`src/rtl/wps_pkg.sv`:
```
package wps_pkg;
  typedef enum logic {BANK_A = 1'b0, BANK_B = 1'b1} bank_e;

  function automatic logic [23:0] preset_inc(input longint unsigned base_hz,
                                             input int unsigned idx,
                                             input longint unsigned upd_hz);
    longint unsigned num;
    num = (base_hz * longint'(idx + 1)) << 24;
    return 24'(num / upd_hz);
  endfunction
endpackage

```
`src/rtl/wps_debounce.sv`:
```
module wps_debounce #(
  parameter int unsigned DEB_CYC = 250000
) (
  input  logic clk_i,
  input  logic rst_ni,
  input  logic raw_i,
  output logic rel_o
);
  localparam int unsigned CW = $clog2(DEB_CYC + 1);

  logic [1:0]    sync_q;
  logic [CW-1:0] cnt_q;
  logic          stable_q, stable_d1_q;

  always_ff @(posedge clk_i or negedge rst_ni) begin
    if (!rst_ni) begin
      sync_q      <= '0;
      cnt_q       <= '0;
      stable_q    <= 1'b0;
      stable_d1_q <= 1'b0;
    end else begin
      sync_q      <= {sync_q[0], raw_i};
      stable_d1_q <= stable_q;
      if (sync_q[1] == stable_q) begin
        cnt_q <= '0;
      end else if (cnt_q == CW'(DEB_CYC - 1)) begin
        stable_q <= sync_q[1];
        cnt_q    <= '0;
      end else begin
        cnt_q <= cnt_q + 1'b1;
      end
    end
  end

  assign rel_o = stable_d1_q & ~stable_q;


  stable_follows_input_chk: assert property (@(posedge clk_i) disable iff (!rst_ni)
    (stable_q != $past(stable_q)) |-> ($past(sync_q[1]) == stable_q));
endmodule

```
`src/rtl/wps_rate_gen.sv`:
```
module wps_rate_gen #(
  parameter int unsigned DIV = 250
) (
  input  logic clk_i,
  input  logic rst_ni,
  output logic tick_o
);
  localparam int unsigned CW = (DIV > 1) ? $clog2(DIV) : 1;

  logic [CW-1:0] cnt_q;

  always_ff @(posedge clk_i or negedge rst_ni) begin
    if (!rst_ni) begin
      cnt_q  <= '0;
      tick_o <= 1'b0;
    end else begin
      tick_o <= (cnt_q == CW'(DIV - 1));
      cnt_q  <= (cnt_q == CW'(DIV - 1)) ? '0 : cnt_q + 1'b1;
    end
  end


  single_cycle_tick_chk: assert property (@(posedge clk_i) disable iff (!rst_ni)
    tick_o |=> !tick_o);
endmodule

```
`src/rtl/wps_select.sv`:
```
module wps_select
  import wps_pkg::*;
#(
  parameter int unsigned NPRE = 8
) (
  input  logic                    clk_i,
  input  logic                    rst_ni,
  input  logic                    rel_a_i,
  input  logic                    rel_b_i,
  output bank_e                   bank_o,
  output logic [$clog2(NPRE)-1:0] idx_o
);
  localparam int unsigned IW = $clog2(NPRE);

  bank_e         bank_q;
  logic [IW-1:0] idx_q;

  always_ff @(posedge clk_i or negedge rst_ni) begin
    if (!rst_ni) begin
      bank_q <= BANK_A;
      idx_q  <= '0;
    end else if (rel_a_i) begin
      if (bank_q == BANK_A) idx_q <= (idx_q == IW'(NPRE - 1)) ? '0 : idx_q + 1'b1;
      else begin bank_q <= BANK_A; idx_q <= '0; end
    end else if (rel_b_i) begin
      if (bank_q == BANK_B) idx_q <= (idx_q == IW'(NPRE - 1)) ? '0 : idx_q + 1'b1;
      else begin bank_q <= BANK_B; idx_q <= '0; end
    end
  end

  assign bank_o = bank_q;
  assign idx_o  = idx_q;


  idx_wrap_chk: assert property (@(posedge clk_i) disable iff (!rst_ni)
    (rel_a_i && bank_q == BANK_A && idx_q == IW'(NPRE - 1)) |=> (idx_q == '0));

  bank_switch_chk: assert property (@(posedge clk_i) disable iff (!rst_ni)
    (rel_b_i && !rel_a_i && bank_q == BANK_A) |=> (bank_q == BANK_B && idx_q == '0));

  a_priority_chk: assert property (@(posedge clk_i) disable iff (!rst_ni)
    (rel_a_i && rel_b_i) |=> (bank_q == BANK_A));

  hold_chk: assert property (@(posedge clk_i) disable iff (!rst_ni)
    (!$past(rel_a_i) && !$past(rel_b_i)) |-> ($stable(idx_q) && $stable(bank_q)));
endmodule

```
`src/rtl/wave_preset_sel.sv`:
```
module wave_preset_sel
  import wps_pkg::*;
#(
  parameter int unsigned CLK_HZ    = 50_000_000,
  parameter int unsigned UPDATE_HZ = 200_000,
  parameter int unsigned SCLK_HZ   = 10_000_000,
  parameter int unsigned DEB_CYC   = 250_000,
  parameter int unsigned BASE_A_HZ = 1000,
  parameter int unsigned BASE_B_HZ = 125,
  parameter int unsigned NPRE      = 8
) (
  input  logic            clk_i,
  input  logic            rst_ni,
  input  logic            btn_a_i,
  input  logic            btn_b_i,
  output logic [NPRE-1:0] led_o,
  output logic [23:0]     phase_inc_o,
  output logic            update_stb_o,
  output logic            sclk_en_o
);
  localparam int unsigned IW       = $clog2(NPRE);
  localparam int unsigned UPD_DIV  = CLK_HZ / UPDATE_HZ;
  localparam int unsigned SCLK_DIV = CLK_HZ / SCLK_HZ;

  logic [1:0]    btn_raw, rel;
  bank_e         bank;
  logic [IW-1:0] idx;
  logic [23:0]   lut_a [NPRE];
  logic [23:0]   lut_b [NPRE];
  logic [NPRE-1:0] one_hot;

  assign btn_raw = {btn_b_i, btn_a_i};

  for (genvar g = 0; g < 2; g++) begin : g_deb
    wps_debounce #(.DEB_CYC(DEB_CYC)) u_deb (
      .clk_i (clk_i),
      .rst_ni(rst_ni),
      .raw_i (btn_raw[g]),
      .rel_o (rel[g])
    );
  end

  wps_select #(.NPRE(NPRE)) u_sel (
    .clk_i  (clk_i),
    .rst_ni (rst_ni),
    .rel_a_i(rel[0]),
    .rel_b_i(rel[1]),
    .bank_o (bank),
    .idx_o  (idx)
  );

  for (genvar i = 0; i < NPRE; i++) begin : g_lut
    assign lut_a[i] = preset_inc(longint'(BASE_A_HZ), i, longint'(UPDATE_HZ));
    assign lut_b[i] = preset_inc(longint'(BASE_B_HZ), i, longint'(UPDATE_HZ));
  end

  assign one_hot     = NPRE'(1) << idx;
  assign led_o       = (bank == BANK_A) ? one_hot : ~one_hot;
  assign phase_inc_o = (bank == BANK_A) ? lut_a[idx] : lut_b[idx];

  wps_rate_gen #(.DIV(UPD_DIV)) u_upd (
    .clk_i (clk_i),
    .rst_ni(rst_ni),
    .tick_o(update_stb_o)
  );

  wps_rate_gen #(.DIV(SCLK_DIV)) u_sclk (
    .clk_i (clk_i),
    .rst_ni(rst_ni),
    .tick_o(sclk_en_o)
  );


  led_one_hot_chk: assert property (@(posedge clk_i) disable iff (!rst_ni)
    (bank == BANK_A) |-> $onehot(led_o));

  led_one_cold_chk: assert property (@(posedge clk_i) disable iff (!rst_ni)
    (bank == BANK_B) |-> $onehot(~led_o));
endmodule

```
`config.mk`:
```
export PLATFORM = sky130hd
export DESIGN_NAME = wave_preset_sel
export DESIGN_NICKNAME = d
export VERILOG_FILES = /design/src/rtl/wps_pkg.sv /design/src/rtl/wps_debounce.sv /design/src/rtl/wps_rate_gen.sv /design/src/rtl/wps_select.sv /design/src/rtl/wave_preset_sel.sv
export SDC_FILE = /design/constraint.sdc
export NUM_CORES = 1
export LEC_CHECK = 0
export BUFFER_PORTS_ARGS = -buffer_cell sky130_fd_sc_hd__clkbuf_2
export CORE_AREA = 2 2 82 84
export DETAILED_ROUTE_END_ITERATION = 7
export DIE_AREA = 0 0 84 86
export PLACE_DENSITY_LB_ADDON = 0.05
export SLEW_MARGIN = 0
export SYNTH_ARGS = -nofsm -noshare
export SYNTH_HDL_FRONTEND = slang
export SYNTH_SLANG_ARGS = --single-unit
export TNS_END_PERCENT = 10
```
`constraint.sdc`:
```
create_clock -name clk_i -period 1.7 [get_ports clk_i]
set_clock_uncertainty 0.05 [all_clocks]
set_input_delay 0.17 -clock clk_i [delete_from_list [all_inputs] [get_ports clk_i]]
set_output_delay 0.17 -clock clk_i [all_outputs]
set_load 0.05 [all_outputs]
```
==> results.toml <==
[floorplanning]
ioPinCount = 38
start_util = 0.509
rows = 29
fp.dieH_um = 86
dieArea_um2 = 7220
core_um2 = 6280
die_x_um = 84

[final_layout]
nNetsFinal = 445
diodes = 0
multiInputGateArea_um2 = 1800
drive_gt1_frac = 0.381
area_delta_synth_final_pct = 45.9
stdcell_count = 510
layout_commonest_cell = "buf_4"
register_area_um2 = 1530
layout_common_cells = "buf_4, dfrtp_1, nor2_1, xnor2_1, nand2_1"
num-fill-cells = 452
final_area_um2 = 4660

[clock_network]
root_buffer = "clkbuf_8"
path_clk_slew_ns = 0.07
cts_tree = "yes"
insertion_delay_ns = 0.34
cts_sinks = 61
cts_made_buffers = 9
cts-htree-levels = 3
clock_path_buffers = 2

[synthesis]
synth_area_um2 = 3200
netlist_instances = 327
ys_types = 38
seq_area_frac_synth = 0.478
ys.warnings.count = 0
ys_ff_latch = 61
syn_avg_cell_area_um2 = 9.77

[worst_setup_path]
end_kind = "primary output"
cp_data_arrival_time_ns = 1.73
critical_path_class = "flip-flop to primary output"
critPathSlowestCell = "dfrtp_2"
cp_max_fo = 5
cp_slowest_stage_delay_ns = 0.47
crit_path_cell_trace = "inv_4 > ha_4 > o21ai_4 > or2_4 > clkinvlp_4 > clkbuf_16"
r2r_cells = 5
start_kind = "flip-flop"
worstPathRequired_ns = 1.48

[place]
dpl.hpwl_um = 4640
portBuffers = 33
gp_congestion = 0.790
placed_cells = 480
placed_area_um2 = 4020

[power]
leakage_nw = 2.08
seqPwrFrac = 0.491
switching_share = 0.224
power.density_nw_per_um2 = 646
clkPwrFrac = 0.467
comb_power_share = 0.042
p_int_mw = 2.34
p_sw_mw = 0.674
vdd_drop_max_v = 0.000564

[routing]
drc_errors = 0
vias_per_cell = 5.16
wl_per_cell_um = 13.7
wirelength_um = 6980
first_pass_iters = 4
routed-via-count = 2634
ant_nets = 0
drt-initial-drc-count = 110

[sta]
setup_ws_ns = -0.249
rsz0062_at_grt = "true"
fmax_mhz = 513
slew_viol_final = 0
hold_violations = 0
period_minus_slack_ns = 1.95
hold_slack_ns = 0.164
finalSetupViolations = 24
post-route-period-util = 1.15

[job]
cap_violations = 0

[run_status]
violations = "negative setup slack"
run_status = "finished, violations left"

[grt]
grt_pass1_wl_um = 11400
grt_overflow_total = 0
track_usage = 0.197
grt_pass1_vias = 2629
grt_max_degree = 35
antenna_found_initial = 0

[hold_path]
hp-class = "input port to async pin"
[repair_timing]
| action | CTS | global route |
|---|---|---|
| endpoints found under the setup margin | 53 | 61 |
| gates resized for setup | 44 | 60 |
| hold buffers | 3 | 0 |
| endpoints found under the hold margin | 63 | 0 |
| setup buffers | 3 | 8 |
| pin swaps | 5 | 7 |
[state kept, by name, indices dropped and copies added, names as in the netlist]
register and count:
u_sel.idx_o 3, u_upd.tick_o 1, u_sclk.cnt_q 3, g_deb.u_deb.stable_d1_q 2, g_deb.u_deb.stable_q 2, u_sel.bank_o 1
g_deb.u_deb.sync_q 4, u_upd.cnt_q 8, u_sclk.tick_o 1, g_deb.u_deb.cnt_q 36
[synthesized netlist by cell type (all sizes together)]
library cell,n,area [µm²]
mux2i,2,20.0
o21ai,9,45.0
buf,7,48.8
nand2b,1,6.26
ha,13,163
nor2b,2,12.5
nor3,11,55.1
a21oi,9,45.0
nor4,11,68.8
and3,1,6.26
nand4,11,98.8
xnor2,32,280
conb,1,3.75
dfrtp,61,1530
o31ai,1,7.51
a32o,1,10.0
a21o,1,7.51
o21a,2,15.0
nand3b,2,15.0
a22o,2,17.5
xor2,13,114
nand2,23,86.3
or2,1,6.26
nor4b,1,8.76
or4,2,18.8
and4,1,8.76
nor2,53,199
clkbuf,4,16.3
nand3,15,75.1
or3,4,25.0
mux2,3,33.8
inv,24,90.1
and2,1,6.26
o41ai,2,55.1
[power groups by stage]
stage          registers (mW)  logic (mW)  clock network [mW]
3_5_place_dp             1.51       0.120                   0
6_report                 1.48       0.125                1.41
4_1_cts                  1.48       0.127                1.45
2_1_floorplan            1.51      0.0629                   0
3_3_place_gp             1.51       0.118                   0
5_1_grt                  1.48       0.143                1.51
[critical path: cells and delay by family, from the launching register on]
family	cells	cell delay (ns)
buffers and inverters	3	0.36
DFF	1	0.47
adders and majority gates	1	0.23
and+or+nand+nor	1	0.16
AOI/OAI and AO/OA	1	0.16
[layout make-up]
cell class	instances	share of cell area
Timing Repair Buffer	98	0.195
Clock buffer	9	0.0266
Inverter	24	0.0228
Tap cell	77	0.0207
Sequential cell	61	0.329
Multi-Input combinational cell	234	0.385
Clock inverter	7	0.0215
[metal layers]
metal,track usage,vias up,part of all wire
met5,0,-,0
met4,0.0894,0,0.013
met3,0.0520,10,0.032
met2,0.325,58,0.51
met1,0.246,1272,0.44
li1,-,1294,-
[cells by family (layout without fill, tap and decap cells)]
family	after synthesis	in the layout	synth area share
simple gates	140	140	0.218
other cells	1	4	0.00117
flops	61	61	0.478
fa+ha+maj	13	13	0.0509
xor+xnor	45	45	0.123
compound gates	27	27	0.0634
buf+inv	35	138	0.0485
mux	5	5	0.0168
[worst paths after layout]
kind                                     startpoint                  endpoint  slack [ns]
setup reg to reg           g_deb[0].u_deb.cnt_q[10]  g_deb[0].u_deb.cnt_q[17]       -0.05
min in group clk_i         g_deb[0].u_deb.sync_q[0]  g_deb[0].u_deb.sync_q[1]        0.29
setup / recovery                     u_sel.idx_o[1]           phase_inc_o[17]       -0.25
hold / removal                               rst_ni  g_deb[0].u_deb.cnt_q[10]        0.16
hold reg to reg            g_deb[0].u_deb.sync_q[0]  g_deb[0].u_deb.sync_q[1]        0.29
max in group asynchronous                    rst_ni              u_sel.bank_o        0.97
[through the flow]
stage | setup slack, ns | power [mW] | setup TNS, ns | util
floorplan | -0.263 | 1.57 | -4.01 | -
CTS | -0.231 | 3.06 | -4.70 | 0.714
finish | -0.249 | 3.01 | -2.85 | 0.743
global placement | -0.0250 | 1.62 | -0.211 | 0.640
global route | -0.320 | 3.14 | -5.01 | 0.743
detailed placement | -0.0406 | 1.63 | -0.223 | 0.640
Note: power is estimated with default switching activity, not from simulation.
